File: config.mk
export PLATFORM = sky130hd
export DESIGN_NAME = gpio2_strobe_ctrl
export DESIGN_NICKNAME = d
export VERILOG_FILES = /design/src/rtl/gpio2_pkg.sv /design/src/rtl/gpio2_regs.sv /design/src/rtl/gpio2_strobe.sv /design/src/rtl/gpio2_pin.sv /design/src/rtl/gpio2_strobe_ctrl.sv
export SDC_FILE = /design/constraint.sdc
export NUM_CORES = 1
export LEC_CHECK = 0
export CORE_UTILIZATION = 25
export DETAILED_ROUTE_END_ITERATION = 8
export PLACE_DENSITY = 0.62
export RECOVER_POWER = 100
export SETUP_SLACK_MARGIN = 0.3
export SKIP_LAST_GASP = 1
export SLEW_MARGIN = 30
export SYNTH_ARGS = -nofsm -noshare
export SYNTH_HDL_FRONTEND = slang
export SYNTH_SLANG_ARGS = --single-unit
File: constraint.sdc
create_clock -name clk -period 5.55 [get_ports clk]
set_input_delay 0.555 -clock clk [delete_from_list [all_inputs] [get_ports clk]]
set_output_delay 0.555 -clock clk [all_outputs]
set_load 0.02 [all_outputs]
File: src/rtl/gpio2_pkg.sv
package gpio2_pkg;

    localparam int NPINS   = 2;
    // bit positions within the two registers; pin p uses LSB + p
    localparam int DIR_LSB = 6;
    localparam int SRC_LSB = 0;
    localparam int DAT_LSB = 6;

    typedef struct packed {
        logic dir_in;    // 1: driver released
        logic force_hi;  // 1: output forced high
        logic data;      // latched output value
    } pin_cfg_t;

    typedef enum logic [1:0] {
        SRC_RELEASE,
        SRC_STROBE,
        SRC_FORCE,
        SRC_DATA
    } pin_src_e;

    function automatic pin_src_e pick_src(input logic strobe, input pin_cfg_t c);
        if (strobe)        return SRC_STROBE;
        else if (c.dir_in) return SRC_RELEASE;
        else if (c.force_hi) return SRC_FORCE;
        else               return SRC_DATA;
    endfunction

endpackage

File: src/rtl/gpio2_regs.sv
module gpio2_regs
    import gpio2_pkg::*;
#(
    parameter int ADDR_W = 16,
    parameter int DATA_W = 8,
    parameter logic [ADDR_W-1:0] CFG_ADDR = 16'h5207,
    parameter logic [ADDR_W-1:0] DAT_ADDR = 16'h5208
) (
    input  logic                    clk,
    input  logic                    rst,
    input  logic                    m2,
    input  logic                    bus_rd,
    input  logic                    bus_wr,
    input  logic [ADDR_W-1:0]       bus_addr,
    input  logic [DATA_W-1:0]       bus_wdata,
    input  logic [NPINS-1:0]        pin_in,
    output logic [DATA_W-1:0]       bus_rdata,
    output pin_cfg_t [NPINS-1:0]    cfg_o
);

    logic m2_q;
    logic m2_fall;
    logic cfg_hit, dat_hit;
    pin_cfg_t [NPINS-1:0] cfg_q;

    assign m2_fall = m2_q & ~m2;
    assign cfg_hit = bus_wr & m2_fall & (bus_addr == CFG_ADDR);
    assign dat_hit = bus_wr & m2_fall & (bus_addr == DAT_ADDR);

    always_ff @(posedge clk) begin
        if (rst) m2_q <= 1'b0;
        else     m2_q <= m2;
    end

    for (genvar p = 0; p < NPINS; p++) begin : g_pin_reg
        always_ff @(posedge clk) begin
            if (rst) begin
                cfg_q[p] <= '{dir_in: 1'b1, force_hi: 1'b0, data: 1'b0};
            end else begin
                if (cfg_hit) begin
                    cfg_q[p].dir_in   <= bus_wdata[DIR_LSB + p];
                    cfg_q[p].force_hi <= bus_wdata[SRC_LSB + p];
                end
                if (dat_hit) cfg_q[p].data <= bus_wdata[DAT_LSB + p];
            end
        end
    end

    always_comb begin
        bus_rdata = '0;
        if (bus_rd && bus_addr == DAT_ADDR) begin
            for (int p = 0; p < NPINS; p++) bus_rdata[DAT_LSB + p] = pin_in[p];
        end
    end

    assign cfg_o = cfg_q;

    logic unused_wdata;
    assign unused_wdata = ^bus_wdata[DAT_LSB-1:SRC_LSB+NPINS];

    // defaults on the cycle after reset
    p_reset_defaults_r1: assert property (@(posedge clk) disable iff (rst)
        $past(rst) |-> (cfg_q[0].dir_in && cfg_q[1].dir_in && !cfg_q[0].data && !cfg_q[1].data));

    // register contents move only after a qualified write on a falling m2
    p_cfg_needs_fall_r7: assert property (@(posedge clk) disable iff (rst)
        !$stable(cfg_q) |-> $past(bus_wr && !m2 &&
            (bus_addr == CFG_ADDR || bus_addr == DAT_ADDR)));

    // unused read bits stay zero; config register is not readable
    p_rdata_unused_zero_r6: assert property (@(posedge clk) disable iff (rst)
        (bus_addr == CFG_ADDR || !bus_rd) |-> bus_rdata == '0);

endmodule

File: src/rtl/gpio2_strobe.sv
module gpio2_strobe
    import gpio2_pkg::*;
#(
    parameter int ADDR_W = 16,
    parameter logic [ADDR_W-1:0] WIN_BASE = 16'h5800,
    parameter int WIN_SIZE = 1024,
    parameter logic [ADDR_W-1:0] WSTB_ADDR = 16'h5800
) (
    input  logic              bus_rd,
    input  logic              bus_wr,
    input  logic [ADDR_W-1:0] bus_addr,
    output logic [NPINS-1:0]  strobe
);

    localparam logic [ADDR_W-1:0] WIN_LAST = ADDR_W'(WIN_BASE + WIN_SIZE - 1);

    logic in_win;
    assign in_win    = (bus_addr >= WIN_BASE) && (bus_addr <= WIN_LAST);
    assign strobe[0] = bus_rd & in_win;
    assign strobe[1] = bus_wr & (bus_addr == WSTB_ADDR);

endmodule

File: src/rtl/gpio2_pin.sv
module gpio2_pin
    import gpio2_pkg::*;
(
    input  logic     clk,
    input  logic     rst,
    input  logic     m2,
    input  logic     strobe,
    input  pin_cfg_t cfg,
    output logic     out,
    output logic     oe
);

    pin_src_e src;
    assign src = pick_src(strobe, cfg);

    always_comb begin
        unique case (src)
            SRC_STROBE:  begin oe = 1'b1; out = ~m2;      end
            SRC_FORCE:   begin oe = 1'b1; out = 1'b1;     end
            SRC_DATA:    begin oe = 1'b1; out = cfg.data; end
            default:     begin oe = 1'b0; out = 1'b0;     end
        endcase
    end

    // a strobe drives the inverse bus clock phase
    p_strobe_drive_r8: assert property (@(posedge clk) disable iff (rst)
        strobe |-> (oe && out == !m2));

    // an input pin without strobe is released
    p_input_released_r5: assert property (@(posedge clk) disable iff (rst)
        (!strobe && cfg.dir_in) |-> !oe);

    // forced-high output drives 1
    p_force_high_r4: assert property (@(posedge clk) disable iff (rst)
        (!strobe && !cfg.dir_in && cfg.force_hi) |-> (oe && out));

endmodule

File: src/rtl/gpio2_strobe_ctrl.sv
module gpio2_strobe_ctrl
    import gpio2_pkg::*;
#(
    parameter int ADDR_W = 16,
    parameter int DATA_W = 8,
    parameter logic [ADDR_W-1:0] CFG_ADDR  = 16'h5207,
    parameter logic [ADDR_W-1:0] DAT_ADDR  = 16'h5208,
    parameter logic [ADDR_W-1:0] WIN_BASE  = 16'h5800,
    parameter int                WIN_SIZE  = 1024,
    parameter logic [ADDR_W-1:0] WSTB_ADDR = 16'h5800
) (
    input  logic              clk,
    input  logic              rst,
    input  logic              m2,
    input  logic              bus_rd,
    input  logic              bus_wr,
    input  logic [ADDR_W-1:0] bus_addr,
    input  logic [DATA_W-1:0] bus_wdata,
    output logic [DATA_W-1:0] bus_rdata,
    input  logic [1:0]        pin_in,
    output logic [1:0]        pin_out,
    output logic [1:0]        pin_oe
);

    pin_cfg_t [NPINS-1:0] cfg;
    logic     [NPINS-1:0] strobe;

    gpio2_regs #(
        .ADDR_W(ADDR_W), .DATA_W(DATA_W),
        .CFG_ADDR(CFG_ADDR), .DAT_ADDR(DAT_ADDR)
    ) u_regs (
        .clk(clk), .rst(rst), .m2(m2),
        .bus_rd(bus_rd), .bus_wr(bus_wr),
        .bus_addr(bus_addr), .bus_wdata(bus_wdata),
        .pin_in(pin_in), .bus_rdata(bus_rdata), .cfg_o(cfg)
    );

    gpio2_strobe #(
        .ADDR_W(ADDR_W), .WIN_BASE(WIN_BASE),
        .WIN_SIZE(WIN_SIZE), .WSTB_ADDR(WSTB_ADDR)
    ) u_strobe (
        .bus_rd(bus_rd), .bus_wr(bus_wr),
        .bus_addr(bus_addr), .strobe(strobe)
    );

    for (genvar p = 0; p < NPINS; p++) begin : g_pin
        gpio2_pin u_pin (
            .clk(clk), .rst(rst), .m2(m2),
            .strobe(strobe[p]), .cfg(cfg[p]),
            .out(pin_out[p]), .oe(pin_oe[p])
        );
    end

    // outside any access no strobe can be active, so pins follow registers
    p_no_strobe_idle_r10: assert property (@(posedge clk) disable iff (rst)
        (!bus_rd && !bus_wr && !cfg[0].dir_in && !cfg[0].force_hi) |-> (pin_oe[0] && pin_out[0] == cfg[0].data));

endmodule

==> impl_metrics.csv <==
group,metric,value,unit
status,status,"completed",
synth,syn_area,548.0,um^2
floorplanning,row_count,16,
cells_and_area,area_growth,55.25,%
timing,maxSlewViolCount,0,
global_route,grt_util_all_layers,12.03,%
clocking,htreeDepth,1,
critical_path,path_class,"primary input to primary output",
power_and_ir_drop,p_comb_share,22.8,%
timing,finalClockSkew,0.002835,ns
critical_path,path_common_cell,"dlygate4sd3_1",
critical_path,arrival,3.17,ns
placement,hpwl,1045,um
cells_and_area,layout_commonest_cell,"clkdlybuf4s50_1",
power_and_ir_drop,vdd.ir_drop.worst,88.54,uV
cells_and_area,stdcell_count,121,
floorplanning,die_y,48.82,um
detailed_routing,drt-vias-per-instance,4.471,
timing,setup_violations,0,
global_route,grt_first_pass_wirelength,2125,um
detailed_routing,highest_layer,"met4",
power_and_ir_drop,intPower,0.00009682,W
timing,slew_headroom,15.43,%
placement,port_buffers,32,
floorplanning,io_pins,43,
flow_run,cap_violations,0,
clocking,cts_hold_buf,0,
synth,ys_seq_area_share,25.57,%
cells_and_area,nets,126,
critical_path,cp_max_fo,3,
detailed_routing,first_iter_violations,5,
worst_hold_path,worstHoldStart,"u_regs.cfg_o[0]",
global_route,grt.overflow.total,0,
floorplanning,core_area,0.002002,mm^2
critical_path,critPathSlowestCell,"dlygate4sd3_1",
detailed_routing,routed-wl-met3,149,um
cells_and_area,seqCellArea,140.1,um^2
critical_path,r2r_cells,4,
timing,timing.fmax,0.2683,GHz
global_route,grt_max_degree,14,
clocking,cts_tree,"yes",
cells_and_area,multi_input_area,322.8,um^2
critical_path,cp_cell_sequence,"dlygate4sd3_1 -> or4_1 -> or2_0 -> nor4_1 -> mux2i_1 -> dlygate4sd3_1",
timing,hold_violations,0,
detailed_routing,wirelength,1268,um
clocking,cts.repair.resized,0,
power_and_ir_drop,p_sw,0.00002851,W
detailed_routing,wl_met2,566,um
floorplanning,die_w,48.82,um
clocking,clkSlewWorstSetupHoldPaths,0.05,ns
detailed_routing,num_vias,541,
clocking,numCtsBuffers,3,
detailed_routing,ant_nets,0,
timing,fin_crit,3.727,ns
clocking,clk_latency,0.25,ns
critical_path,rrSetupSlack,3.38,ns
synth,syn_inst,64,
global_route,grt_pass1_vias,502,
power_and_ir_drop,power_density,147.3,mW/mm^2
power_and_ir_drop,power.leakage,0.3731,nW
worst_hold_path,hp-class,"register to register",
worst_hold_path,holdPathEnd,"u_regs.cfg_o[0]",
detailed_routing,drc,0,
timing,rsz0062_at_grt,"no",
critical_path,end_kind,"primary output",
synth,synth.avg_cell_area,8.563,um^2
cells_and_area,layout_common_cells,"clkdlybuf4s50_1, nand2b_1, mux2i_1, dlygate4sd3_1, dfxtp_1",
detailed_routing,firstDrtPassIters,4,
critical_path,required,4.99,ns
cells_and_area,diodes,0,
global_route,antenna_found_initial,0,
power_and_ir_drop,swShare,22.75,%
critical_path,r2r-start,"u_regs.m2_q",
power_and_ir_drop,power.share.clock,36.7,%
worst_hold_path,min_path_cells,2,
synth,synthDistinctLibCells,24,
timing,tightest_slew,1.257,ns
clocking,clock_sinks,7,
critical_path,rr_endpoint,"u_regs.cfg_o[1]",
power_and_ir_drop,p_seq_share,40.5,%
clocking,clock_tree.root_cell,"clkbuf_4",
timing,fin_crit_sh,67.16,%
synth,ys_seq_elements,7,
placement,dpl.cell_count,117,
synth,ys_warn_count,0,
critical_path,cpPeakStageDelay,0.69,ns
placement,globalplace.congestion,0.7424,
floorplanning,die_area,0.002383,mm^2
detailed_routing,m1WireLength,518,um
floorplanning,start_util,27.38,%
clocking,cts.path.max_buffers,2,
timing,fin_setup_tns,0,ns
detailed_routing,wl_per_cell,10.48,um
clocking,post_cts_buffers,0,
cells_and_area,drive_gt1_share,4.255,%
cells_and_area,fillerInstances,210,
critical_path,start_kind,"primary input",
[cell families after synthesis]
family	Yosys count	share of synthesized area (%)
compound gates	2	2.739
simple gates	33	40.64
buf+inv	13	15.75
flops	7	25.57
other cells	1	0.6843
mux	8	14.61
[worst max path at each step]
stage	startpoint	end	slack, ns	cells past startpoint
6_report	bus_addr[7]	pin_out[1]	1.82	6
5_1_grt	bus_addr[7]	pin_out[1]	1.65	6
4_1_cts	bus_addr[6]	pin_out[1]	1.94	6
3_5_place_dp	bus_addr[6]	pin_out[1]	1.96	6
3_3_place_gp	bus_addr[6]	pin_out[1]	1.97	6
2_1_floorplan	bus_addr[6]	pin_out[1]	2.98	5
[power groups by stage]
stage	registers (W)	clock network [W]	logic [W]
after floorplan	0.0000518	0	0.0000121
after global placement	0.0000518	0	0.0000290
after detailed placement	0.0000518	0	0.0000293
after CTS	0.0000507	0.0000494	0.0000295
after global routing	0.0000507	0.0000510	0.0000311
final	0.0000508	0.0000460	0.0000286
[state kept, by name, indices dropped and copies added (netlist names)]
register      count
u_regs.cfg_o      6
u_regs.m2_q       1
[critical path: cells and delay by family]
kind                   cells  cell delay (ns)
buffers and inverters      2             1.22
and+or+nand+nor            3             1.17
muxes                      1             0.24
[cells in the mapped netlist]
cell / number / area share, %
buf_4: 10 / 14
nand2b_1: 9 / 10
mux2i_1: 8 / 15
dfxtp_1: 7 / 26
nor2_1: 6 / 4.1
nand3b_1: 3 / 4.1
inv_1: 2 / 1.4
nand2_1: 2 / 1.4
o21bai_1: 2 / 2.7
and3_1: 1 / 1.1
and4b_1: 1 / 1.8
and4bb_2: 1 / 2.3
clkbuf_1: 1 / 0.68
conb_1: 1 / 0.68
nand3_1: 1 / 0.91
nand4_1: 1 / 1.1
nor2b_1: 1 / 1.1
nor3_1: 1 / 0.91
nor4_1: 1 / 1.1
nor4_4: 1 / 3.9
nor4b_1: 1 / 1.6
nor4bb_1: 1 / 1.8
or2_4: 1 / 1.6
or4_1: 1 / 1.4
[layout make-up]
class	instances	area share, %
clock buffers	4	3.088
inverters	2	0.8824
multi-input cells	49	37.94
flip-flops and latches	7	16.47
well taps	27	3.971
repair buffers	32	37.65
[metal layers]
metal / GRT usage [%] / vias to the layer above
met5: 0 / -
li1: - / 267
met1: 14.18 / 237
met2: 18.52 / 33
met4: 7.353 / 0
met3: 4.361 / 4
[through the flow]
step	hold slack [ns]	worst slack (ns)	cell area [um^2]	utilization, %	power [W]
2_1_floorplan	0.4492	2.978	566.8	-	0.00006387
3_3_place_gp	0.4635	1.973	842.1	42.06	0.00008080
3_5_place_dp	0.4745	1.955	842.1	42.06	0.00008113
4_1_cts	0.4831	1.941	868.3	43.38	0.0001296
5_1_grt	0.5132	1.650	850.8	42.50	0.0001328
6_report	0.4763	1.823	850.8	42.50	0.0001253
(Power assumes the default switching activity.)
